`src/rtl/mwp_pkg.sv`:
```
package mwp_pkg;

    localparam int DW        = 32;
    localparam int AW        = 32;
    localparam int OFS_W     = 8;
    localparam int CTRL_CFG_W = 7;
    localparam int BUSY_BIT  = 7;
    localparam int NBANK     = 4;
    localparam int BANK_W    = $clog2(NBANK);
    localparam int BLK_LSB   = BANK_W + 2;

    localparam logic [OFS_W-1:0] OFS_CTRL  = 8'h00;
    localparam logic [OFS_W-1:0] OFS_ADDR  = 8'h04;
    localparam logic [OFS_W-1:0] OFS_WIN   = 8'h0C;
    localparam logic [OFS_W-1:0] OFS_BANK0 = 8'h10;
    localparam logic [OFS_W-1:0] OFS_CFG   = 8'hF4;
    localparam logic [OFS_W-1:0] OFS_BASE  = 8'hF8;
    localparam logic [OFS_W-1:0] OFS_IDENT = 8'hFC;

    typedef enum logic [1:0] {
        ACK_OK    = 2'b00,
        ACK_WAIT  = 2'b01,
        ACK_ABORT = 2'b10
    } ack_e;

    typedef enum logic [2:0] {
        RK_NONE, RK_CTRL, RK_ADDR, RK_DATA, RK_CFG, RK_BASE, RK_IDENT
    } reg_kind_e;

    typedef struct packed {
        reg_kind_e           kind;
        logic                banked;
        logic [BANK_W-1:0]   bank;
    } reg_dec_t;

    typedef struct packed {
        logic          we;
        logic [AW-1:0] addr;
        logic [DW-1:0] wdata;
    } mem_cmd_t;

    function automatic logic [AW-1:0] window_addr(
        input logic [AW-1:0]     tar,
        input logic              banked,
        input logic [BANK_W-1:0] bank
    );
        if (banked)
            return {tar[AW-1:BLK_LSB], bank, 2'b00};
        return {tar[AW-1:2], 2'b00};
    endfunction

endpackage

```
`src/rtl/mwp_decode.sv`:
```
module mwp_decode
    import mwp_pkg::*;
(
    input  logic [OFS_W-1:0] ofs,
    output reg_dec_t         dec
);
    always_comb begin
        dec = '{kind: RK_NONE, banked: 1'b0, bank: '0};
        if (ofs[1:0] == 2'b00) begin
            unique case (ofs)
                OFS_CTRL:  dec.kind = RK_CTRL;
                OFS_ADDR:  dec.kind = RK_ADDR;
                OFS_WIN:   dec.kind = RK_DATA;
                OFS_CFG:   dec.kind = RK_CFG;
                OFS_BASE:  dec.kind = RK_BASE;
                OFS_IDENT: dec.kind = RK_IDENT;
                default:   dec.kind = RK_NONE;
            endcase
            for (int n = 0; n < NBANK; n++) begin
                if (ofs == OFS_W'(int'(OFS_BANK0) + 4 * n)) begin
                    dec.kind   = RK_DATA;
                    dec.banked = 1'b1;
                    dec.bank   = BANK_W'(n);
                end
            end
        end
    end
endmodule

```
`src/rtl/mwp_regs.sv`:
```
module mwp_regs
    import mwp_pkg::*;
#(
    parameter logic [DW-1:0] CFG_WORD  = 32'h0000_0001,
    parameter logic [DW-1:0] BASE_WORD = 32'hE00F_F003,
    parameter logic [DW-1:0] ID_WORD   = 32'h2477_0011
)(
    input  logic          clk,
    input  logic          rst,
    input  logic          wr_en,
    input  reg_kind_e     kind,
    input  logic [DW-1:0] wdata,
    input  logic          busy,
    output logic [AW-1:0] tar,
    output logic [DW-1:0] rdata
);
    logic [CTRL_CFG_W-1:0] ctrl_q;
    logic [AW-1:0]         tar_q;

    always_ff @(posedge clk) begin
        if (rst) begin
            ctrl_q <= '0;
            tar_q  <= '0;
        end else if (wr_en) begin
            if (kind == RK_CTRL) ctrl_q <= wdata[CTRL_CFG_W-1:0];
            if (kind == RK_ADDR) tar_q  <= wdata;
        end
    end

    always_comb begin
        rdata = '0;
        unique case (kind)
            RK_CTRL: begin
                rdata[CTRL_CFG_W-1:0] = ctrl_q;
                rdata[BUSY_BIT]       = busy;
            end
            RK_ADDR:  rdata = tar_q;
            RK_CFG:   rdata = CFG_WORD;
            RK_BASE:  rdata = BASE_WORD;
            RK_IDENT: rdata = ID_WORD;
            default:  rdata = '0;
        endcase
    end

    assign tar = tar_q;

    // writes to the transfer address are visible on the next cycle
    p_tar_write_r2: assert property (@(posedge clk) disable iff (rst)
        wr_en && kind == RK_ADDR |=> tar == $past(wdata));
endmodule

```
`src/rtl/mwp_xfer.sv`:
```
module mwp_xfer
    import mwp_pkg::*;
(
    input  logic          clk,
    input  logic          rst,
    input  logic          launch,
    input  mem_cmd_t      cmd,
    input  logic          abort,
    input  logic          mem_ready,
    input  logic [DW-1:0] mem_rdata,
    output logic          mem_req,
    output logic          mem_we,
    output logic [AW-1:0] mem_addr,
    output logic [DW-1:0] mem_wdata,
    output logic          busy,
    output logic          rd_done,
    output logic          rd_abort,
    output logic [DW-1:0] rd_data
);
    typedef enum logic [1:0] {XS_IDLE, XS_WRITE, XS_READ} xstate_e;

    xstate_e  state_q;
    mem_cmd_t cmd_q;

    always_ff @(posedge clk) begin
        if (rst) begin
            state_q  <= XS_IDLE;
            cmd_q    <= '0;
            rd_done  <= 1'b0;
            rd_abort <= 1'b0;
            rd_data  <= '0;
        end else begin
            rd_done  <= 1'b0;
            rd_abort <= 1'b0;
            if (state_q == XS_IDLE) begin
                if (launch) begin
                    state_q <= cmd.we ? XS_WRITE : XS_READ;
                    cmd_q   <= cmd;
                end
            end else if (abort) begin
                state_q  <= XS_IDLE;
                rd_abort <= (state_q == XS_READ);
            end else if (mem_ready) begin
                state_q <= XS_IDLE;
                rd_done <= (state_q == XS_READ);
                rd_data <= mem_rdata;
            end
        end
    end

    assign mem_req   = (state_q != XS_IDLE);
    assign mem_we    = cmd_q.we;
    assign mem_addr  = cmd_q.addr;
    assign mem_wdata = cmd_q.wdata;
    assign busy      = mem_req;

    // request and its fields hold until accepted or aborted
    p_hold_r7: assert property (@(posedge clk) disable iff (rst)
        mem_req && !mem_ready && !abort |=>
            mem_req && $stable(mem_addr) && $stable(mem_we) && $stable(mem_wdata));
    // an accepted transaction is not repeated
    p_single_r7: assert property (@(posedge clk) disable iff (rst)
        mem_req && mem_ready && !launch |=> !mem_req);
    // abort drops the request
    p_abort_drop_r10: assert property (@(posedge clk) disable iff (rst)
        abort && mem_req |=> !mem_req);
    // read completion and read abort never coincide
    p_rd_excl_r5: assert property (@(posedge clk) disable iff (rst)
        !(rd_done && rd_abort));
endmodule

```
`src/rtl/mem_window_port.sv`:
```
module mem_window_port
    import mwp_pkg::*;
#(
    parameter logic [31:0] CFG_WORD  = 32'h0000_0001,
    parameter logic [31:0] BASE_WORD = 32'hE00F_F003,
    parameter logic [31:0] ID_WORD   = 32'h2477_0011
)(
    input  logic        clk,
    input  logic        rst,
    input  logic        req_valid,
    input  logic        req_write,
    input  logic [7:0]  req_addr,
    input  logic [31:0] req_wdata,
    output logic        rsp_valid,
    output logic [1:0]  rsp_ack,
    output logic [31:0] rsp_rdata,
    input  logic        abort_req,
    output logic        mem_req,
    output logic        mem_we,
    output logic [31:0] mem_addr,
    output logic [31:0] mem_wdata,
    input  logic [31:0] mem_rdata,
    input  logic        mem_ready
);
    reg_dec_t      dec;
    logic          is_data;
    logic          busy;
    logic          launch;
    mem_cmd_t      cmd;
    logic [AW-1:0] tar;
    logic [DW-1:0] reg_rdata;
    logic          rd_done, rd_abort;
    logic [DW-1:0] rd_data;

    logic          rv_q;
    ack_e          ack_q;
    logic [DW-1:0] rdata_q;

    mwp_decode u_dec (
        .ofs (req_addr),
        .dec (dec)
    );

    assign is_data = (dec.kind == RK_DATA);
    assign launch  = req_valid && is_data && !busy;
    assign cmd     = '{we:    req_write,
                       addr:  window_addr(tar, dec.banked, dec.bank),
                       wdata: req_wdata};

    mwp_regs #(
        .CFG_WORD  (CFG_WORD),
        .BASE_WORD (BASE_WORD),
        .ID_WORD   (ID_WORD)
    ) u_regs (
        .clk   (clk),
        .rst   (rst),
        .wr_en (req_valid && req_write && !is_data),
        .kind  (dec.kind),
        .wdata (req_wdata),
        .busy  (busy),
        .tar   (tar),
        .rdata (reg_rdata)
    );

    mwp_xfer u_xfer (
        .clk       (clk),
        .rst       (rst),
        .launch    (launch),
        .cmd       (cmd),
        .abort     (abort_req),
        .mem_ready (mem_ready),
        .mem_rdata (mem_rdata),
        .mem_req   (mem_req),
        .mem_we    (mem_we),
        .mem_addr  (mem_addr),
        .mem_wdata (mem_wdata),
        .busy      (busy),
        .rd_done   (rd_done),
        .rd_abort  (rd_abort),
        .rd_data   (rd_data)
    );

    // Immediate responses: register accesses, refused and posted window accesses
    always_ff @(posedge clk) begin
        if (rst) begin
            rv_q    <= 1'b0;
            ack_q   <= ACK_OK;
            rdata_q <= '0;
        end else begin
            rv_q    <= 1'b0;
            ack_q   <= ACK_OK;
            rdata_q <= '0;
            if (req_valid) begin
                if (!is_data) begin
                    rv_q    <= 1'b1;
                    rdata_q <= req_write ? '0 : reg_rdata;
                end else if (busy) begin
                    rv_q  <= 1'b1;
                    ack_q <= ACK_WAIT;
                end else if (req_write) begin
                    rv_q <= 1'b1;
                end
            end
        end
    end

    assign rsp_valid = rv_q || rd_done || rd_abort;
    assign rsp_ack   = rd_abort ? ACK_ABORT : (rd_done ? ACK_OK : ack_q);
    assign rsp_rdata = rd_done ? rd_data : (rd_abort ? '0 : rdata_q);

    // a window access while busy is refused with WAIT
    p_wait_r8: assert property (@(posedge clk) disable iff (rst)
        req_valid && is_data && busy |=> rsp_valid && rsp_ack == ACK_WAIT);
    // non-window register accesses answer on the next cycle with OK
    p_reg_rsp_r11: assert property (@(posedge clk) disable iff (rst)
        req_valid && !is_data |=> rsp_valid && rsp_ack == ACK_OK);
    // banked window address combines TAR block and bank index
    p_bank_addr_r6: assert property (@(posedge clk) disable iff (rst)
        launch && dec.banked |=>
            mem_req && mem_addr[BLK_LSB-1:2] == $past(dec.bank)
            && mem_addr[AW-1:BLK_LSB] == $past(tar[AW-1:BLK_LSB]));
    // a direct window write starts a memory write
    p_win_write_r4: assert property (@(posedge clk) disable iff (rst)
        launch && req_write |=> mem_req && mem_we && mem_wdata == $past(req_wdata));
endmodule

```
`config.mk`:
```
export PLATFORM = sky130hd
export DESIGN_NAME = mem_window_port
export DESIGN_NICKNAME = d
export VERILOG_FILES = /design/src/rtl/mwp_pkg.sv /design/src/rtl/mwp_decode.sv /design/src/rtl/mwp_regs.sv /design/src/rtl/mwp_xfer.sv /design/src/rtl/mem_window_port.sv
export SDC_FILE = /design/constraint.sdc
export NUM_CORES = 1
export LEC_CHECK = 0
export BUFFER_PORTS_ARGS = -buffer_cell sky130_fd_sc_hd__buf_2
export CAP_MARGIN = 25
export CORE_MARGIN = 4
export CORE_UTILIZATION = 35
export CTS_BUF_LIST = sky130_fd_sc_hd__clkbuf_8
export DETAILED_ROUTE_END_ITERATION = 16
export GPL_ROUTABILITY_DRIVEN = 0
export PLACE_DENSITY = 0.63
export SETUP_SLACK_MARGIN = 0.2
export SLEW_MARGIN = 20
export SYNTH_ARGS = -nofsm -noshare
export SYNTH_HDL_FRONTEND = slang
export SYNTH_HIERARCHICAL = 1
export SYNTH_SLANG_ARGS = --single-unit
```
`constraint.sdc`:
```
create_clock -name clk -period 2.9 [get_ports clk]
set_input_delay 0.58 -clock clk [delete_from_list [all_inputs] [get_ports clk]]
set_output_delay 0.58 -clock clk [all_outputs]
set_load 0.01 [all_outputs]
```
Word-level counts from Yosys, hierarchy flattened
Cells that the tools add are included.

word-level totals
  register bits after elaboration = 175
  input port bits = 78
  output and inout bits = 101

cells by class
  eq/ne operators = 17
  mux-type cells = 24
  bitwise operators = 5
  reductions and logical operators = 23

operator list
  kind                                                                    count
  32-bit two-way mux                                                      4
  24-bit case mux with 3 select lines                                     1
  8-bit case mux with 5 select lines                                      1
  8-bit by 5-bit equality test with 1-bit output (second input constant)  4
  6-bit two-way mux                                                       5
  8-bit equality test (second input constant)                             3
  3-bit case mux with 6 select lines                                      1
  2-bit two-way mux                                                       7
  3-bit equality test (second input constant)                             3
  8-bit by 3-bit equality test with 1-bit output (second input constant)  1
  8-bit by 4-bit equality test with 1-bit output (second input constant)  1
  8-bit zero test                                                         1
  2-bit AND reduction                                                     4
  4-bit OR reduction                                                      2
  3-bit by 2-bit equality test with 1-bit output (second input constant)  2
  3-bit OR reduction                                                      2
  1-bit two-way mux                                                       5
  1-bit inverter                                                          5
  1-bit logical AND                                                       4
  2-bit zero test                                                         2
  3-bit by 1-bit equality test with 1-bit output (second input constant)  1
  3-bit AND reduction                                                     1
  3-bit nonzero test                                                      1
  2-bit equality test (second input constant)                             1
  other kinds (5)                                                         7

Depth between registers and ports, before layout
Gate-level depths: netlist of run 1.

  depth after elaboration = 12
  gate-level depth with buffers = 11
  gate-level depth less buffers = 8

Hierarchy
Netlist of run 1, hierarchy kept.

by module, submodules not included
  module           times used  cells an instance  area each (sq um)  sequential area each (sq um)
  mwp_xfer         1           437                3803.6             2021.9
  mwp_regs         1           231                2162.1             780.7
  mem_window_port  1           133                1569.0             680.7
  mwp_decode       1           15                 100.1              0.0

Worst setup path before layout of run 1
No wires, ideal clock.

  path kind = in2reg
  start point = input port req_addr[6]
  end point = register u_xfer.cmd_q (netlist bit u_xfer/mem_addr[0])
  arrival = 2.800 ns
  data required time = 2.768 ns
  path slack = -0.032 ns
  cell stages on the path = 11
  path buffers = 3
  path through = nor3_2 -> o21ai_0 -> a21boi_0 -> and3b_1 -> buf_2 -> and3b_1 -> or3b_1 -> buf_2 -> buf_2 -> nand2_1 -> a21oi_1

RTL lines
  element               RTL line               RTL
  start, declared       mem_window_port.sv:12  input logic [7:0] req_addr,
  end signal, assigned  mwp_xfer.sv:38         cmd_q <= cmd;
  end, declared         mwp_xfer.sv:23         mem_cmd_t cmd_q;

Worst setup path in the final report of run 1
  start point = register u_xfer.rd_abort
  end point = output port rsp_rdata[16]

between the ends
  longest elaborated chain between the ends = 2

ends and longest elaborated chain
  element                           RTL line                RTL
  start, declared                   mwp_xfer.sv:17          output logic rd_abort,
  start signal, assigned            mwp_xfer.sv:42          rd_abort <= (state_q == XS_READ);
  32-bit two-way mux (2 in series)  mem_window_port.sv:109  assign rsp_rdata = rd_done ? rd_data : (rd_abort ? '0 : rdata_q);
  end, declared                     mem_window_port.sv:16   output logic [31:0] rsp_rdata,

No other way between the ends.

==> run_results.csv, run 1 <==
group,metric,value,unit
outcome,outcome,"complete, no violations",
global_routing,grt_pass1_wl,29810,µm
layout,fin_util,42.95,%
synth,ys.flop_type,"dfxtp_1",
critical_path,worst-path-buf-inv,2,
synth,ys_ff_latch,174,
synth,synth_edf_count,0,
power_and_ir_drop,p_comb_share,4.3,%
layout,areaGrowthSynthToFinish,19.39,%
synth,netlist.top_cell.by_area,"dfxtp_1",
power_and_ir_drop,pwr-share-clk,43.1,%
synth,syn_area_per_cell,9.356,µm²
layout,seq_area,0.003483,mm²
critical_path,crit_family,"buffers and inverters",
layout,drive_gt1_share,27.75,%
floorplanning,die_area,0.02424,mm²
power_and_ir_drop,peakVddDrop,267.1,µV
power_and_ir_drop,p_leak,3.593,nW
detailed_routing,dr.pass1.iters,7,
sta,rsz0062_at_grt,"no",
layout,n_antenna_cell,0,
clock_network,cts_setup_buffers,0,
power_and_ir_drop,power_density,498.9,mW/mm²
critical_path,critPathSlowestCell,"dfxtp_1",
global_routing,grt_overflow,0,
clock_network,cts_resized,0,
clock_network,cts_sinks,174,
sta,holdWs,0.3640,ns
synth,syn-instance-count,816,
global_routing,grt_use_met1,22.08,%
global_routing,grt_pass1_vias,5491,
sta,timing.fmax,0.4087,GHz
global_routing,grt_max_degree,206,
critical_path,cp_max_fo,23,
placed_design,dp_hpwl,12890,µm
detailed_routing,postRouteAntennaNets,0,
power_and_ir_drop,pwr-share-seq,52.6,%
placed_design,post-place-cells,1216,
floorplanning,num_rows,53,
sta,slew_headroom,34.75,%
clock_network,clk_path_buf_depth,2,
power_and_ir_drop,power,4.548,mW
floorplanning,ios,179,
sta,setup_viol,0,
synth,synth.cell_area,0.007635,mm²
clock_network,h-tree-depth,4,
synth,netlist_top_cells_count,"dfxtp_1, nand2b_1, nand2_1",
critical_path,arrival,1.87,ns
global_routing,track_usage,15.26,%
global_routing,grt_busiest_layer,"met2",
floorplanning,die_h,155.7,µm
synth,yosysSeqAreaShare,45.62,%
clock_network,clk_pin_slew,0.10,ns
critical_path,cp_cell_sequence,"nor2_2, buf_4, a22o_1, buf_2",
critical_path,critical-path-max-stage-delay,0.38,ns
layout,finalNetCount,1038,
job,cap_violations,0,
global_routing,antenna_found_initial,1,
layout,multiInputGateArea,0.003750,mm²
detailed_routing,routedWlPerCell,14.96,µm
critical_path,end_kind,"primary output",
sta,fin_crit,2.447,ns
critical_path,required,2.32,ns
layout,fillCellCount,2137,
detailed_routing,viasPerCell,4.613,
detailed_routing,wl,18670,µm
floorplanning,initial_core_util,35.98,%
detailed_routing,drt_iter0_drc,310,
clock_network,clk_latency,0.46,ns
power_and_ir_drop,p_sw,1.024,mW
global_routing,grt_use_met2,22.64,%
sta,worst_pin_slew,0.9788,ns
min_path,hold_class,"in -> reg",
detailed_routing,remaining_drc_errors,0,
clock_network,cts_root_buffer,"clkbuf_8",
clock_network,cts_buffers,17,
synth,yosysTopAreaCellShare,45.62,%
sta,hold_viol,0,
sta,fin_skew,0.01697,ns
synth,synth.area.top_cells,"dfxtp_1, nand2b_1, mux2i_1",
floorplanning,die_w,155.7,µm
placed_design,port_buffers,178,
synth,synth.most_common_cell,"dfxtp_1",
layout,fin_cells,1248,
critical_path,path_class,"reg -> out",
clock_network,cts_hold_buf,0,
floorplanning,core,0.02122,mm²
power_and_ir_drop,p_sw_share,22.51,%
power_and_ir_drop,internal_power,3.524,mW
global_routing,grtUsageMet3,4.216,%
critical_path,startpoint_type,"flip-flop",
synth,ys_types,43,
detailed_routing,vias,5757,
synth,async_flop_share,0,%
clock_network,cts_tree,"yes",
sta,report.final.slew_viol_count,0,
sta,final.period_utilization,84.37,%
sta,tns,0,ns
synth,yosys_warnings,6,
flip-flops by register name, indices dropped and copies added, names as in the netlist:
register	cells
rdata_q	32
u_regs/tar	32
u_xfer/mem_addr	32
u_xfer/mem_wdata	32
u_xfer/rd_data	32
u_regs/ctrl_q	7
u_xfer/state_q	2
ack_q	1
rv_q	1
u_xfer/mem_we	1
u_xfer/rd_abort	1
u_xfer/rd_done	1
cell usage in the layout (no fill, tap or decap), types with 17 or more instances in the layout:
cell	count
buf_2	177
dfxtp_1	174
nand2b_1	139
nand2_1	134
a21oi_1	74
mux2i_1	71
nor3b_2	31
a22o_1	30
nor2_1	21
clkbuf_8	17
path summary, 6_finish.rpt:
check / from / endpoint / slack (ns) / cells past startpoint
hold / removal: req_wdata[20] / u_xfer/mem_wdata[20]$_SDFFE_PP0P_ / 0.36 / 3
setup reg to reg: u_xfer/state_q[1]$_SDFFE_PP0P_ / u_xfer/mem_wdata[6]$_SDFFE_PP0P_ / 0.88 / 6
hold reg to reg: u_xfer/mem_addr[0]$_SDFFE_PP0P_ / u_xfer/mem_addr[0]$_SDFFE_PP0P_ / 0.45 / 2
setup / recovery: u_xfer/rd_abort$_SDFF_PP0_ / rsp_rdata[16] / 0.45 / 4
final cells by class:
cell class | count | area share (%)
Multi-Input combinational cell | 573 | 41.14
Sequential cell | 174 | 38.22
Timing Repair Buffer | 193 | 11.72
Tap cell | 275 | 3.775
Clock buffer | 17 | 2.567
Clock inverter | 15 | 2.539
Inverter | 1 | 0.04118
through the flow:
step / setup WS [ns] / cell area, µm²
floorplan: 0.2272 / 7642
global placement: 0.1461 / 8650
detailed placement: 0.1014 / 8650
CTS: 0.3927 / 9115
global route: 0.3125 / 9115
finish: 0.4534 / 9115
logic make-up after synthesis:
| group | synth area share, % |
|---|---|
| buffers and inverters | 5.572 |
| AND/OR/NAND/NOR | 29.01 |
| other | 0.04912 |
| AO/OA/AOI/OAI | 10.14 |
| multiplexers | 9.603 |
| flip-flops | 45.62 |
tightest hold or removal path, stage by stage:
cell and delay [ns]:
buf_2 0.10, nand2_1 0.05, a21oi_1 0.05
power groups by stage:
stage          logic (mW)  clock network (mW)  registers, mW
4_1_cts             0.198                2.03           2.39
6_report            0.195                1.96           2.39
3_3_place_gp        0.197                   0           2.45
3_5_place_dp        0.197                   0           2.45
2_1_floorplan       0.111                   0           2.45
5_1_grt             0.218                2.12           2.39
layer usage:
metal,vias to the layer above,wire (µm)
met5,-,7
met4,2,210
met3,17,1012
met2,126,8119
met1,2609,9316
li1,3003,-
Note: power is estimated with default switching activity, not from simulation.
==> run 2: changes to the inputs <==
==> constraint.sdc (replaced) <==
create_clock -name clk -period 2.2 [get_ports clk]
set_input_delay 0.44 -clock clk [delete_from_list [all_inputs] [get_ports clk]]
set_output_delay 0.44 -clock clk [all_outputs]
set_load 0.01 [all_outputs]
==> run 2 against run 1 <==
Global-route usage is 0.055 points higher. Clock power grew 8%. Utilization increased by 0.81 points. Clock skew grew 0.0040 ns. Cell count up 1.2%. Hold slack worse by 0.14 ns. Non-clock buffer count is 17 higher. Combinational power up 38%. Routed wire length up 3.9%. Count of clock-buffer cells in the layout is 3 higher. Design area rose by 1.9%. Sequential power rose by 32%. Critical path type is now in -> reg. Critical endpoint is now u_xfer/mem_addr[19]$_SDFFE_PP0P_. Largest cell class unchanged.
==> run_results.csv, run 2 (synthesis gave the netlist of run 1 again) <==
group,metric,value,unit
layout,n_antenna_cell,0,
sta,worst_pin_slew,0.7685,ns
critical_path,crit-reg2reg-capture,"u_xfer/mem_addr[19]$_SDFFE_PP0P_",
clock_network,cts_buffers,17,
clock_network,clk_pin_slew,0.10,ns
sta,fin_ws,0.1140,ns
placed_design,dp_hpwl,13030,µm
sta,hold_viol,0,
floorplanning,initial_core_util,35.98,%
placed_design,dp_slack,-0.3217,ns
critical_path,cp_cell_sequence,"buf_2, and4_1, nand3b_1, a311oi_2, and3b_2, and3b_1, or3b_4, buf_12, nand2_1, a21oi_1",
critical_path,rr_startpoint,"u_xfer/state_q[1]$_SDFFE_PP0P_",
job,cap_violations,0,
detailed_routing,drt_iter0_drc,302,
clock_network,clk_path_buf_depth,2,
power_and_ir_drop,p_comb_share,4.9,%
floorplanning,die_w,155.7,µm
outcome,outcome,"complete, no violations",
placed_design,dpl-instance-area,0.008770,mm²
critical_path,crit_family,"simple AND/OR/NAND/NOR gates",
sta,timing.fmax,0.4794,GHz
floorplanning,die_h,155.7,µm
sta,fin_crit,2.086,ns
critical_path,worst-path-stages,10,
detailed_routing,vias,5849,
layout,areaGrowthSynthToFinish,21.63,%
critical_path,critical-path-max-stage-delay,0.40,ns
power_and_ir_drop,power_density,595.5,mW/mm²
detailed_routing,dr.pass1.iters,5,
sta,fin_skew,0.02095,ns
sta,rsz0062_at_grt,"yes",
critical_path,startpoint_type,"primary input",
global_routing,antenna_found_initial,0,
clock_network,h-tree-depth,4,
floorplanning,die_area,0.02424,mm²
critical_path,setup.worst_path.end,"u_xfer/mem_addr[19]$_SDFFE_PP0P_",
global_routing,grt_pass1_vias,5597,
clock_network,cts_sinks,174,
global_routing,grt_pass1_wl,29820,µm
floorplanning,num_rows,53,
layout,multiInputGateArea,0.003775,mm²
clock_network,cts_root_buffer,"clkbuf_8",
sta,final.period_utilization,94.82,%
power_and_ir_drop,peakVddDrop,310.7,µV
power_and_ir_drop,p_sw_share,23.11,%
critical_path,worst-path-buf-inv,2,
power_and_ir_drop,p_sw,1.278,mW
min_path,hold_class,"in -> reg",
layout,final_common_cell,"buf_2",
detailed_routing,remaining_drc_errors,0,
power_and_ir_drop,pwr-share-clk,38.1,%
layout,finalNetCount,1055,
clock_network,cts_tree,"yes",
critical_path,critPathSlowestCell,"or3b_4",
critical_path,end_kind,"flip-flop",
floorplanning,ios,179,
power_and_ir_drop,power,5.530,mW
floorplanning,core,0.02122,mm²
clock_network,clk_latency,0.46,ns
detailed_routing,routedWlPerCell,15.36,µm
layout,drive_gt1_share,29.25,%
sta,slew_headroom,48.77,%
layout,fillCellCount,2105,
detailed_routing,viasPerCell,4.631,
sta,setup_viol,0,
sta,report.final.slew_viol_count,0,
global_routing,grt_max_degree,206,
power_and_ir_drop,p_leak,3.678,nW
detailed_routing,wl,19400,µm
critical_path,r2r_slack,0.37,ns
placed_design,port_buffers,178,
critical_path,ff2ff_path_depth,6,
power_and_ir_drop,internal_power,4.252,mW
critical_path,crit_start,"req_addr[5]",
global_routing,grt_overflow,0,
critical_path,cp_max_fo,51,
critical_path,arrival,2.39,ns
global_routing,track_usage,15.32,%
critical_path,path_class,"in -> reg",
layout,seq_area,0.003488,mm²
layout,fin_area,0.009286,mm²
layout,final_cell_mix,"buf_2, dfxtp_1, nand2b_1",
detailed_routing,postRouteAntennaNets,0,
critical_path,required,2.50,ns
power_and_ir_drop,pwr-share-seq,57.0,%
-- run 2: worst min path at each step --
stage                                      from                                 to  cells after the start
3_3_place_gp   u_xfer/mem_addr[31]$_SDFFE_PP0P_   u_xfer/mem_addr[31]$_SDFFE_PP0P_                      2
2_1_floorplan       u_regs/tar[10]$_SDFFE_PP0P_   u_xfer/mem_addr[10]$_SDFFE_PP0P_                      2
3_5_place_dp    u_xfer/mem_addr[7]$_SDFFE_PP0P_    u_xfer/mem_addr[7]$_SDFFE_PP0P_                      2
5_1_grt                           req_wdata[16]  u_xfer/mem_wdata[16]$_SDFFE_PP0P_                      3
4_1_cts                           req_wdata[10]  u_xfer/mem_wdata[10]$_SDFFE_PP0P_                      3
6_report                          req_wdata[14]  u_xfer/mem_wdata[14]$_SDFFE_PP0P_                      3
-- run 2: per-stage QoR --
step | hold slack, ns | std cells | utilization (%) | setup TNS [ns]
3_5_place_dp | 0.4451 | 1226 | 41.33 | -28.12
5_1_grt | 0.1843 | 1263 | 43.76 | 0
4_1_cts | 0.1791 | 1256 | 43.16 | 0
2_1_floorplan | 0.4407 | 817 | - | -11.82
3_3_place_gp | 0.4384 | 1226 | 41.33 | -23.87
6_report | 0.2201 | 1263 | 43.76 | 0
-- run 2: cell type report --
cell class              instances  area share, %
repair buffers                210          14.09
well taps                     275          3.705
multi-input cells             573          40.65
flip-flops and latches        174          37.56
inverters                       1        0.04042
clock inverters                10         0.9836
clock buffers                  20          2.964
-- run 2: power by group through the flow --
stage	combinational, mW	sequential [mW]	clock (mW)
6_report	0.269	3.15	2.11
5_1_grt	0.298	3.15	2.33
4_1_cts	0.269	3.15	2.21
3_5_place_dp	0.268	3.23	0
3_3_place_gp	0.267	3.23	0
2_1_floorplan	0.147	3.23	0
-- run 2: repair_timing --
item                       in CTS  in global routing
gates resized for setup         7                  6
buffers inserted                0                  4
hold buffers                    0                  0
gates cloned                    0                  3
pin swaps                       0                  1
setup endpoints to repair      56                102
-- run 2: routing by layer --
layer  GRT usage [%]  up-vias  wire length (µm)
met5               0        -                 0
met3           3.967       19              1126
met4           4.835        0               245
met2           21.79      149              8330
met1           22.59     2644              9694
li1                -     3037                 -
-- run 2: worst min-delay path: cells and delay by family --
family	cells	cell delay [ns]
compound gates	1	0.05
buf+inv	1	0.10
simple gates	1	0.05
